[src/rtl/tgen_pkg.sv]
package tgen_pkg;

    localparam int TG_CNT_W = 12;
    localparam int TG_DIV_W = 8;

    typedef logic [TG_CNT_W-1:0] cnt_t;

    typedef enum logic [1:0] {
        PH_SYNC  = 2'd0,
        PH_BACK  = 2'd1,
        PH_ACT   = 2'd2,
        PH_FRONT = 2'd3
    } phase_e;

    typedef struct packed {
        cnt_t sync_len;
        cnt_t back_len;
        cnt_t act_len;
        cnt_t front_len;
    } seg_t;

    typedef struct packed {
        logic inv_de;
        logic inv_clk;
        logic inv_v;
        logic inv_h;
    } pol_t;

    // horizontal word: every field is stored minus one
    function automatic seg_t unpack_horiz(input logic [31:0] w);
        seg_t s;
        s.act_len   = TG_CNT_W'(w[9:0])   + TG_CNT_W'(1);
        s.sync_len  = TG_CNT_W'(w[15:10]) + TG_CNT_W'(1);
        s.front_len = TG_CNT_W'(w[23:16]) + TG_CNT_W'(1);
        s.back_len  = TG_CNT_W'(w[31:24]) + TG_CNT_W'(1);
        return s;
    endfunction

    // vertical word: porches are stored at their true value
    function automatic seg_t unpack_vert(input logic [31:0] w);
        seg_t s;
        s.act_len   = TG_CNT_W'(w[9:0])   + TG_CNT_W'(1);
        s.sync_len  = TG_CNT_W'(w[15:10]) + TG_CNT_W'(1);
        s.front_len = TG_CNT_W'(w[23:16]);
        s.back_len  = TG_CNT_W'(w[31:24]);
        return s;
    endfunction

    function automatic logic [TG_DIV_W-1:0] eff_divider(input logic [31:0] w,
                                                        input logic tft);
        logic [TG_DIV_W-1:0] floor_v;
        floor_v = tft ? TG_DIV_W'(2) : TG_DIV_W'(3);
        return (w[TG_DIV_W-1:0] < floor_v) ? floor_v : w[TG_DIV_W-1:0];
    endfunction

    function automatic pol_t unpack_pol(input logic [31:0] w);
        pol_t p;
        p.inv_h   = w[20];
        p.inv_v   = w[21];
        p.inv_clk = w[22];
        p.inv_de  = w[23];
        return p;
    endfunction

endpackage

[src/rtl/tgen_clkdiv.sv]
module tgen_clkdiv
    import tgen_pkg::*;
#(
    parameter int DW = TG_DIV_W
) (
    input  logic          clk,
    input  logic          rst,
    input  logic [DW-1:0] div,
    output logic          ce,
    output logic          phase_hi
);

    logic [DW-1:0] cnt;
    logic [DW-1:0] last;

    assign last     = div - DW'(1);
    assign ce       = (cnt >= last);
    assign phase_hi = (cnt >= (div >> 1));

    always_ff @(posedge clk) begin
        if (rst)     cnt <= '0;
        else if (ce) cnt <= '0;
        else         cnt <= cnt + DW'(1);
    end

    // divider floor is 2, so strobes can never be back to back
    p_ce_gap_r2: assert property (@(posedge clk) disable iff (rst)
        ce |=> !ce);

endmodule

[src/rtl/tgen_axis.sv]
module tgen_axis
    import tgen_pkg::*;
#(
    parameter int POS_W = 10
) (
    input  logic             clk,
    input  logic             rst,
    input  logic             step,
    input  seg_t             seg,
    output phase_e           phase,
    output logic [POS_W-1:0] pos,
    output logic             wrap
);

    cnt_t cnt;
    cnt_t b_back, b_act, b_front, total;

    assign b_back  = seg.sync_len;
    assign b_act   = b_back + seg.back_len;
    assign b_front = b_act + seg.act_len;
    assign total   = b_front + seg.front_len;
    assign wrap    = (cnt >= total - TG_CNT_W'(1));

    always_ff @(posedge clk) begin
        if (rst)       cnt <= '0;
        else if (step) cnt <= wrap ? '0 : cnt + TG_CNT_W'(1);
    end

    always_comb begin
        if (cnt < b_back)       phase = PH_SYNC;
        else if (cnt < b_act)   phase = PH_BACK;
        else if (cnt < b_front) phase = PH_ACT;
        else                    phase = PH_FRONT;
    end

    assign pos = (phase == PH_ACT) ? POS_W'(cnt - b_act) : '0;

    // segments advance in order within one pass
    p_phase_order_r3: assert property (@(posedge clk) disable iff (rst)
        (step && !wrap) |=> (phase >= $past(phase)));

    // every pass restarts in the sync segment
    p_wrap_sync_r4: assert property (@(posedge clk) disable iff (rst)
        (step && wrap) |=> (phase == PH_SYNC));

endmodule

[src/rtl/lcd_timing_gen.sv]
module lcd_timing_gen
    import tgen_pkg::*;
#(
    parameter int POS_W = 10
) (
    input  logic             clk,
    input  logic             rst,
    input  logic [31:0]      cfg_horiz,
    input  logic [31:0]      cfg_vert,
    input  logic [31:0]      cfg_clock,
    input  logic             panel_tft,
    output logic             hsync,
    output logic             vsync,
    output logic             de,
    output logic             pclk_out,
    output logic             pix_ce,
    output logic [POS_W-1:0] pix_x,
    output logic [POS_W-1:0] pix_y,
    output logic             eol,
    output logic             eof
);

    seg_t                h_seg, v_seg;
    pol_t                pol;
    logic [TG_DIV_W-1:0] div_eff;
    phase_e              h_phase, v_phase;
    logic                h_wrap, v_wrap, clk_hi;
    logic                h_sync_raw, de_raw;
    logic                unused_cfg_bits;

    assign h_seg   = unpack_horiz(cfg_horiz);
    assign v_seg   = unpack_vert(cfg_vert);
    assign pol     = unpack_pol(cfg_clock);
    assign div_eff = eff_divider(cfg_clock, panel_tft);
    assign unused_cfg_bits = ^{cfg_clock[31:24], cfg_clock[19:8]};

    tgen_clkdiv #(.DW(TG_DIV_W)) u_div (
        .clk      (clk),
        .rst      (rst),
        .div      (div_eff),
        .ce       (pix_ce),
        .phase_hi (clk_hi)
    );

    tgen_axis #(.POS_W(POS_W)) u_horiz (
        .clk   (clk),
        .rst   (rst),
        .step  (pix_ce),
        .seg   (h_seg),
        .phase (h_phase),
        .pos   (pix_x),
        .wrap  (h_wrap)
    );

    tgen_axis #(.POS_W(POS_W)) u_vert (
        .clk   (clk),
        .rst   (rst),
        .step  (eol),
        .seg   (v_seg),
        .phase (v_phase),
        .pos   (pix_y),
        .wrap  (v_wrap)
    );

    assign eol        = pix_ce & h_wrap;
    assign eof        = eol & v_wrap;
    assign h_sync_raw = (h_phase == PH_SYNC);
    assign de_raw     = (h_phase == PH_ACT) && (v_phase == PH_ACT);

    assign hsync    = h_sync_raw ^ pol.inv_h;
    assign vsync    = (v_phase == PH_SYNC) ^ pol.inv_v;
    assign de       = de_raw ^ pol.inv_de;
    assign pclk_out = clk_hi ^ pol.inv_clk;

    p_eof_in_eol_r6: assert property (@(posedge clk) disable iff (rst)
        eof |-> eol);

    p_de_outside_hsync_r5: assert property (@(posedge clk) disable iff (rst)
        ((de ^ pol.inv_de) |-> !(hsync ^ pol.inv_h)));

endmodule

[config.mk]
export PLATFORM = sky130hd
export DESIGN_NAME = lcd_timing_gen
export DESIGN_NICKNAME = d
export VERILOG_FILES = /design/src/rtl/tgen_pkg.sv /design/src/rtl/tgen_clkdiv.sv /design/src/rtl/tgen_axis.sv /design/src/rtl/lcd_timing_gen.sv
export SDC_FILE = /design/constraint.sdc
export NUM_CORES = 1
export LEC_CHECK = 0
export CELL_PAD_IN_SITES_DETAIL_PLACEMENT = 1
export CELL_PAD_IN_SITES_GLOBAL_PLACEMENT = 1
export CORE_MARGIN = 2
export CORE_UTILIZATION = 52
export DETAILED_ROUTE_END_ITERATION = 6
export DONT_BUFFER_PORTS = 1
export PLACE_DENSITY_LB_ADDON = 0.05
export RECOVER_POWER = 50
export SLEW_MARGIN = 20
export SYNTH_ARGS = -nofsm -noshare
export SYNTH_HDL_FRONTEND = slang
export SYNTH_SLANG_ARGS = --single-unit
[constraint.sdc]
create_clock -name clk -period 7.57 [get_ports clk]
set_input_delay 0 -clock clk [delete_from_list [all_inputs] [get_ports clk]]
set_output_delay 0 -clock clk [all_outputs]
set_load 0.01 [all_outputs]
==> summary.txt <==
Die
  – Starting density of the core: 53.2%
  – I/O pins: 126
  – Core area: 12000 sq um
  – DIE AREA: 13100 sq um
  – # rows: 40
  – Die width: 115 um
  – Chip Height: 115 um

Power
  – IR drop worst, VDD: 0.0914 mV
  – Leak: 3.50 nW
  – Power per Cell Area: 225 nW/um^2

Timing
  – Fmax achieved: 182 MHz
  – Final setup viols: 0
  – Final hold violations: 0
  – Final setup skew: 0.00487 ns
  – Slew Limit Fails: 12
  – Final worst path period need: 5.51 ns
  – Max-slew headroom: -15.0%
  – Slew at the pin closest to its max-slew limit: 1.71 ns
  – Setup TNS: 0 ns
  – Period utilization: 72.7%
  – RSZ-0062 raised after global routing: false

Logic synthesis
  – Simple-Gate Fraction of Synth Area: 17.3%
  – Asr flop ratio synth: 0%
  – Mean Syn Cell Area: 7.72 sq um
  – Area contributors post-synth: ha_1, dfxtp_1, xnor2_1, inv_1, xor2_1
  – Combinational family with the most area after synthesis: adder cells
  – Post-Synth Adder-Cell Area: 33.3%
  – Mux cell area share after synthesis: 0%
  – Mapped Nets: 1087
  – Post-synth top area cell: ha_1
  – Number of synthesized flops with an enable pin: 0
  – Count of state elements after synthesis: 32
  – Post-Synth XOR/XNOR Area: 12.8%
  – Synth unique cells: 56
  – Share of the yosys chip area belonging to registers: 10.1%
  – Cell count after synthesis: 825
  – Synth Flop Type: dfxtp_1
  – Synthesized cell area: 6370 sq um
  – Yosys warns: 0
  – Compound-Gate Fraction of Synth Area: 18.8%
  – Synth top area share: 30.5%

GRT
  – GRT Total Usage: 26.8%
  – Largest net degree at the start of global routing: 16
  – Total grt overflow: 0
  – Initial antenna violation count: 0
  – First-pass GRT wire length: 28500 um
  – Vias in the first global route: 6258

Route
  – Antenna Nets Post-Route: 0
  – # DRC: 0
  – DR iter-0 viols: 178
  – Vias: 5681
  – DR WL/cell: 17.2 um
  – Via/cell ratio: 5.83
  – Post-Route WL: 16700 um
  – DRT Pass-1 Iters: 4

Worst setup path
  – Required time worst endpoint: 7.72 ns
  – CP max-delay cell: nor3_2
  – Critical Path Most Common Cell: a21oi_1
  – CP max FO: 15
  – Largest stage delay on the critical path: 0.54 ns
  – Cell Chain, Critical Path: ha_1 -> fa_1 -> xor2_1 -> ha_1 -> a21o_1 -> a21oi_1 -> o21bai_1 -> a21oi_1 -> xnor2_1 -> ha_1 -> a21oi_1 -> o21ai_0 -> a21oi_1 -> nor2_1 -> xnor2_1 -> ha_1 -> nand2_1 -> nand2_1 -> a21oi_1 -> a21oi_1 -> nand3_1 -> nor3_2 -> or2_1 -> nor2_1
  – CP startpoint kind: input port
  – CP Capture Type: register
  – Critical Path AT: 5.66 ns
  – CP Class: in2reg

Run status
  – Status: finished, violations left
  – Violated checks: max-capacitance violations, max-slew violations

Clock network
  – H-tree levels: 2
  – CTS max path bufs: 2
  – Cts bufs inserted: 5
  – CTS tree: done
  – Worst-Skew Late Latency: 0.28 ns
  – Clk slew on worst S/H paths: 0.05 ns
  – Post-cts resize count: 0
  – CTS Root Cell: clkbuf_16
  – Sink Count: 32

Cells and area
  – Layout cells sized above 1: 2.05%
  – Layout area overhead: 4.97%
  – Nets: 1089
  – Ant. Diodes: 0
  – Final core utilization: 55.9%

Hold path
  – Type of the worst min-delay path: in2out

Place
  – PortBufs: 0
  – Gpl congestion: 0.845
  – Post-detail-place hpwl: 14400 um

Run
  – Max-cap violations: 2
## logic make-up (layout without fill, tap and decap cells)
family	Yosys count	after routing
buf+inv	124	127
xor+xnor	93	93
other cells	1	1
compound gates	185	185
simple gates	225	225
fa+ha+maj	165	165
flops	32	32
## final cells by class
class                           instances  area (sq um)
Inverter                              117           439
Fill cell                            1531          5280
Clock buffer                            7           153
Tap cell                              147           184
Timing Repair Buffer                    2          13.8
Multi-Input combinational cell        669          5230
Sequential cell                        32           641
Clock inverter                          1          30.0
## critical path, delay by kind of cell
family	cells	cell delay [ns]
simple gates	7	1.78
fa+ha+maj	5	1.73
compound gates	9	1.47
xor+xnor	3	0.67
## sequential cells by signal (all words and copies together) (netlist names)
| name | flops |
|---|---|
| u_horiz.cnt | 12 |
| u_vert.cnt | 12 |
| u_div.cnt | 8 |
## through the flow
step	power, W	hold WS (ns)	setup WS [ns]	cell area (sq um)	std cells
final	0.00150	0.0842	2.06	6690	975
after global routing	0.00168	0.0907	1.57	6690	975
after CTS	0.00152	0.0864	2.03	6700	974
after detailed placement	0.00125	0.0731	1.79	6500	965
after global placement	0.00118	0.0707	1.95	6500	965
after floorplan	0.00102	0.0691	2.81	6370	825
## where the power goes
group	internal (W)	switching, W
logic	0.000478	0.000605
registers	0.000170	0.00000274
clock network	0.000173	0.0000748
total	0.000822	0.000682
## synthesized netlist by cell type, types with 16 or more instances
cell      number
nand2b_1      16
ha_1         155
a21oi_1       56
dfxtp_1       32
xnor2_1       57
nand3_1       25
inv_1        116
nor3_1        22
nor2_1        65
a21o_1        36
xor2_1        36
nand2_1       43
o21ai_0       36
## layer usage
metal	GRT usage, %	up-vias	part of all wire, %
met5	0	-	0
met4	8.29	0	2.2
met3	3.86	20	3.9
met2	53.5	102	54
met1	28.5	2712	40
li1	-	2847	-
## path summary, 6_finish.rpt
path / startpoint / end / slack (ns) / cells after the start
worst max-delay path: cfg_horiz[10] / u_vert.cnt[2]$_SDFFE_PP0P_ / 2.06 / 24
worst min-delay path: cfg_clock[23] / de / 0.08 / 1
worst max register to register: u_div.cnt[0]$_SDFF_PP0_ / u_vert.cnt[2]$_SDFFE_PP0P_ / 3.24 / 11
worst min register to register: u_div.cnt[0]$_SDFF_PP0_ / u_div.cnt[0]$_SDFF_PP0_ / 0.47 / 1
## what timing repair did
| action | in CTS | in global routing |
|---|---|---|
| endpoints found under the hold margin | 2 | 0 |
| buffers inserted | 0 | 0 |
| hold buffers | 1 | 0 |
## cell usage in the layout, fill, tap and decap left out, types with 9 or more instances in the layout
cell and count:
dfxtp_1 32, inv_1 116, o21ai_0 38, nand3_1 25, a21oi_1 56, a21o_1 36, nand2b_1 16, nor2_1 65
xor2_1 36, o21a_1 10, xnor2_1 57, nor3_1 22, o21bai_1 9, nand2_1 43, ha_1 155, nor2b_1 13
No activity file was read; power rests on OpenSTA's default activity.
